$ cat src/rtl/eirq_pkg.sv
package eirq_pkg;
  localparam int REG_W     = 8;
  localparam int SENSE_BIT = 7;
  localparam int EN_BIT    = 6;
  localparam logic [REG_W-1:0] CTRL_RESET = 8'h40;

  typedef enum logic {
    SENSE_LEVEL = 1'b0,
    SENSE_FALL  = 1'b1
  } sense_e;
endpackage

$ cat src/rtl/eirq_sync.sv
// Brings the raw line into the clock domain and flags falling transitions.
module eirq_sync #(
  parameter int STAGES = 2
) (
  input  logic clk,
  input  logic rst,
  input  logic pin_n,
  output logic pin_low,
  output logic fall
);
  localparam int TOP = STAGES - 1;

  logic [STAGES-1:0] chain;
  logic              last;

  always_ff @(posedge clk) begin
    if (rst) begin
      chain <= '1;
      last  <= 1'b1;
    end else begin
      chain <= {chain[STAGES-2:0], pin_n};
      last  <= chain[TOP];
    end
  end

  assign pin_low = ~chain[TOP];
  assign fall    = last & ~chain[TOP];
endmodule

$ cat src/rtl/eirq_ctrl_reg.sv
// Control register with the write-protection rules on the sensitivity bit.
module eirq_ctrl_reg
  import eirq_pkg::*;
(
  input  logic             clk,
  input  logic             rst,
  input  logic             special_mode,
  input  logic             wr_en,
  input  logic             wr_sense,
  input  logic             wr_enable,
  output sense_e           sense,
  output logic             enable,
  output logic [REG_W-1:0] ctrl_q
);
  logic wr_seen;
  logic sense_we;

  // Normal mode: only the first write lands. Special mode: only the first write is dropped.
  assign sense_we = wr_en & (special_mode ? wr_seen : ~wr_seen);

  always_ff @(posedge clk) begin
    if (rst) begin
      wr_seen <= 1'b0;
      sense   <= sense_e'(CTRL_RESET[SENSE_BIT]);
      enable  <= CTRL_RESET[EN_BIT];
    end else begin
      if (wr_en)    wr_seen <= 1'b1;
      if (sense_we) sense   <= sense_e'(wr_sense);
      if (wr_en)    enable  <= wr_enable;
    end
  end

  always_comb begin
    ctrl_q            = '0;
    ctrl_q[SENSE_BIT] = sense;
    ctrl_q[EN_BIT]    = enable;
  end
endmodule

$ cat src/rtl/eirq_pend.sv
// Pending latch for edge mode and request gating.
module eirq_pend
  import eirq_pkg::*;
(
  input  logic   clk,
  input  logic   rst,
  input  sense_e sense,
  input  logic   enable,
  input  logic   fall,
  input  logic   pin_low,
  input  logic   ack,
  output logic   irq_req
);
  logic pend;

  always_ff @(posedge clk) begin
    if (rst) pend <= 1'b0;
    else     pend <= (sense == SENSE_FALL) & (fall | (pend & ~ack));
  end

  assign irq_req = enable & ((sense == SENSE_FALL) ? pend : pin_low);
endmodule

$ cat src/rtl/eirq_top.sv
module eirq_top
  import eirq_pkg::*;
#(
  parameter int SYNC_STAGES = 2
) (
  input  logic             clk,
  input  logic             rst,
  input  logic             special_mode,
  input  logic             wr_en,
  input  logic [REG_W-1:0] wr_data,
  input  logic             pin_n,
  input  logic             ack,
  output logic [REG_W-1:0] ctrl_q,
  output logic             irq_req
);
  sense_e sense;
  logic   enable;
  logic   pin_low;
  logic   fall;
  logic   unused_bits;

  assign unused_bits = ^wr_data[EN_BIT-1:0];

  eirq_sync #(.STAGES(SYNC_STAGES)) u_sync (
    .clk(clk), .rst(rst), .pin_n(pin_n), .pin_low(pin_low), .fall(fall)
  );

  eirq_ctrl_reg u_reg (
    .clk(clk), .rst(rst), .special_mode(special_mode), .wr_en(wr_en),
    .wr_sense(wr_data[SENSE_BIT]), .wr_enable(wr_data[EN_BIT]),
    .sense(sense), .enable(enable), .ctrl_q(ctrl_q)
  );

  eirq_pend u_pend (
    .clk(clk), .rst(rst), .sense(sense), .enable(enable), .fall(fall),
    .pin_low(pin_low), .ack(ack), .irq_req(irq_req)
  );
endmodule

$ cat config.mk
export PLATFORM = sky130hd
export DESIGN_NAME = eirq_top
export DESIGN_NICKNAME = d
export VERILOG_FILES = /design/src/rtl/eirq_pkg.sv /design/src/rtl/eirq_sync.sv /design/src/rtl/eirq_ctrl_reg.sv /design/src/rtl/eirq_pend.sv /design/src/rtl/eirq_top.sv
export SDC_FILE = /design/constraint.sdc
export NUM_CORES = 1
export LEC_CHECK = 0
export ABC_AREA = 1
export ABC_CLOCK_PERIOD_IN_PS = 800
export BUFFER_PORTS_ARGS = -buffer_cell sky130_fd_sc_hd__clkbuf_2
export CORE_AREA = 2 2 39 41
export DETAILED_ROUTE_END_ITERATION = 16
export DIE_AREA = 0 0 41 43
export GPL_TIMING_DRIVEN = 0
export PLACE_DENSITY = 0.59
export SLEW_MARGIN = 0
export SYNTH_ARGS = -nofsm -noshare
export SYNTH_HDL_FRONTEND = slang
export SYNTH_SLANG_ARGS = --single-unit
$ cat constraint.sdc
create_clock -name clk -period 0.8 [get_ports clk]
set_input_delay 0.2 -clock clk [delete_from_list [all_inputs] [get_ports clk]]
set_output_delay 0.2 -clock clk [all_outputs]
set_load 0.01 [all_outputs]
==> results list <==
* Maximum number of pins on one net before global-route repair: 6
- Of all nets on the critical path, the largest fanout is 2.
- Number of clock buffers inserted by TritonCTS: 3
- Met3 wire length: ~70 um
- Clk root buf: sky130_fd_sc_hd__clkbuf_4
- In this run the top signal layer used is met3.
- Global routing consumed, over all layers together, 7.96% of the routing resources.
- Reg-to-reg critical path startpoint: u_sync.chain[1]$_SDFF_PP1_
* Critical path endpoint category: primary output
* WS Path Type: reg2out
- Final Worst Setup Slack: -300 ps
- Detailed-placement wirelength estimate: 402 um
- Total internal power: around 0.65 mW
* PortBufs: 10
- Traced cell by cell, the critical path runs through inv_2 -> o21ai_2 -> a21oi_2 -> buf_2.
- After the first detailed-routing iteration, the DRC count stood at 5.
* CTS Hold Bufs: 0
- Clock Latency Late Sink: approximately 250 ps
- Synth-to-Final Area Change: 50.0%
- Setup violations remaining at the end of the flow were counted as 3.
- Grouping stages by cell kind, the critical path spends the most delay in flip-flops.
* End-of-flow core utilization: 35.5%
* Number of synthesized register bits: 7
- Warnings, synthesis: 0
- Setup repair after global routing missed its margin: true
- In this run the standard cell core region covers 1380 sq um.
- Switching Share: 24.6%
- In this run the worst setup path begins at u_sync.chain[1]$_SDFF_PP1_.
- The floorplan step defined a die boundary enclosing 1760 sq um.
* Initial core utilization: 23.7%
- In this design, the stage delay of the slowest critical-path cell is around 320 ps.
* RD Place Congestion: ~0.7
* Count of mapped cells out of synthesis: 45
* Leakage power total: 0.272 nW
- Final Instance Area: a little under 500 sq um
* Layout net count: between 80 and 90
- The most critical setup path has its endpoint at irq_req.
- Summing the areas of all compound-gate instances in the mapped netlist gives 6.11% of the synthesized area.
- Max-cap violations in this run came to 0.
- Summing the areas of all fa, ha and maj instances in the mapped netlist gives 0% of the synthesized area.
- Once detail routing completed, the nets flagged for antenna violations numbered 0.
- CTS built an H-tree with a depth of 1.
* Peak supply drop: 698 uV
* Violations in the final reports: setup timing
- The worst setup path is launched from a flip-flop.
* Worst endpoint data arrival time: approximately 900 ps
- Total length of routed met2 wires: 235 um
- TritonCTS built the clock tree.
- After clock tree synthesis, the clock-pin slew on the worst setup and hold paths is 50 ps.
- Drt wl/cell: between 6 and 7 um
* Total Routed Length: roughly 530 um
- Inst Count DP: 76
- Final cycle utilization of the critical path: 137%
* Comb pwr share: about 18%
- For this run the aggregate overflow at the end of global routing stands at 0.
* Xor and xnor fraction of the mapped netlist area: 0%
* Critical register-to-register path endpoint: u_pend.pend$_SDFF_PP0_
- Worst hold margin: 131 ps
- Routed vias: 304
* Stages on the worst setup path: 4
- Syn avg cell area: 7.28 sq um
- Setup tns final: -739 ps
* Clock skew: 0.186 ps
* Clock buffer depth: 2
- Per report_power, the sequential group accounts for 44.6% of the total.
- Most used cells in the layout excluding fill and tap cells: sky130_fd_sc_hd__buf_4 (9), sky130_fd_sc_hd__inv_1 (8), sky130_fd_sc_hd__nand2_1 (8), sky130_fd_sc_hd__clkbuf_2 (7), sky130_fd_sc_hd__conb_1 (6)
- The number of global-route vias before repair came to 226.
* Number of antenna violations at the first check in global routing: 0
- First-pass GRT wire length: ~800 um
- Power spread over the standard cell area amounts to between 1500 and 2000 nW/um^2.
- For this block, wires on met1 add up to 227 um.
- The netlist uses 11 different library cells.
* Fmax: 909 MHz
- Simple-Gate Fraction of Synth Area: 21.4%
- Together, buffers and inverters on the worst path number 2.
- Data on the critical path is required at its endpoint by about 600 ps.
- Setup slack on the worst reg-to-reg path comes out at 30 ps.
- ANT cells: 0
- The final-report hold violation count is 0.
- In this run the vertical extent of the chip is 43 um.
- Before antenna repair, the detailed router went through 4 iterations.
* Final standard cell count with taps included and fillers excluded: 82
- For this design the total switching power over the nets is around 0.21 mW.
* Fraction of the yosys area taken by sequential cells: between 40% and 50%
- The number of pins with negative max-slew slack in the final report was 0.
- The die is just over 40 um wide.
- Number of cells on the worst reg-to-reg path: 6
- On the critical path, the stage with the largest delay is an instance of sky130_fd_sc_hd__dfxtp_2.
* Number of standard-cell rows in the floorplan: 14
- Min-Delay Path Class: in2reg
- OpenSTA, run right after detailed placement, puts the worst setup slack at -74.8 ps.
- Of the cells placed in the final design, the portion with a size suffix greater than 1 is 50.0%.
- The flow ran to the end, but the final reports show violations.
* Post-layout min period: 1100 ps
- Largest family of logic cells by synthesized area: buffers and inverters
* Total chip power: 0.857 mW
- Number of vias per cell: 3.71
* Total cell area at the placement stage: 422 sq um
- In this run, the clock network consumes 37.5% of the power.
* I/O pin cnt: 23
- Post-synth design cell area: approximately 330 sq um
* Clock net sink count: 7
* Mux contribution to synthesized area: 0%
- Commonest non-fill, non-tap cell in the layout: sky130_fd_sc_hd__buf_4
- Final routed DRC violation total: 0
power by group through the flow:
stage / registers, mW / clock network [mW] / logic, mW
finish: 0.382 / 0.322 / 0.153
global placement: 0.386 / 0 / 0.128
floorplan: 0.384 / 0 / 0.0930
global route: 0.384 / 0.360 / 0.174
detailed placement: 0.387 / 0 / 0.130
CTS: 0.381 / 0.343 / 0.135
timing repair:
item | 4_1_cts | 5_1_grt
resized for setup | 5 | 9
pin swaps | 1 | 4
buffers inserted | 1 | 1
cloned | 0 | 0
endpoints found under the setup margin | 3 | 5
layout make-up:
class / instances / area (sq um)
well taps: 16 / 20.0
repair buffers: 12 / 77.6
clock buffers: 4 / 26.3
multi-input cells: 26 / 123
plain buffers: 8 / 63.8
fillers: 152 / 892
flip-flops and latches: 7 / 148
inverters: 9 / 33.8
synth_stat cells:
master                    number  area share (%)
sky130_fd_sc_hd__a21oi_1       2             3.1
sky130_fd_sc_hd__o21ai_0       2             3.1
sky130_fd_sc_hd__inv_1         9              10
sky130_fd_sc_hd__nor2_1        2             2.3
sky130_fd_sc_hd__conb_1        1             1.1
sky130_fd_sc_hd__nand4_1       1             1.9
sky130_fd_sc_hd__or2_2         2             3.8
sky130_fd_sc_hd__dfxtp_1       7              43
sky130_fd_sc_hd__nand2_1       9              10
sky130_fd_sc_hd__nand3_1       2             3.1
sky130_fd_sc_hd__buf_4         8              18
worst min-delay path by stage:
stage          startpoint  cells after the start  slack, ps                    endpoint
6_report            pin_n                      2        130  u_sync.chain[0]$_SDFF_PP1_
2_1_floorplan         rst                      1        270  u_reg.wr_seen$_SDFFE_PP0P_
4_1_cts             pin_n                      2        120  u_sync.chain[0]$_SDFF_PP1_
5_1_grt             pin_n                      2        110  u_sync.chain[0]$_SDFF_PP1_
3_3_place_gp        pin_n                      2        380  u_sync.chain[0]$_SDFF_PP1_
3_5_place_dp        pin_n                      2        390  u_sync.chain[0]$_SDFF_PP1_
state kept, by name (all words and copies together), names as in the netlist:
signal,count
u_sync.last,1
u_sync.chain,2
u_reg.sense,1
u_pend.pend,1
u_reg.wr_seen,1
u_reg.enable,1
routing by layer:
| layer | global-route usage, % | up-vias |
|---|---|---|
| met5 | 0 | - |
| met4 | 6.00 | 0 |
| met3 | 9.42 | 0 |
| met2 | 10.6 | 14 |
| met1 | 5.84 | 129 |
| li1 | - | 161 |
logic make-up (layout without fill, tap and decap cells):
kind of cell / after synthesis / count (layout)
flip-flops: 7 / 7
buffers and inverters: 17 / 33
AO/OA/AOI/OAI: 4 / 4
AND/OR/NAND/NOR: 16 / 16
other: 1 / 6
No activity file was read; power rests on OpenSTA's default activity.
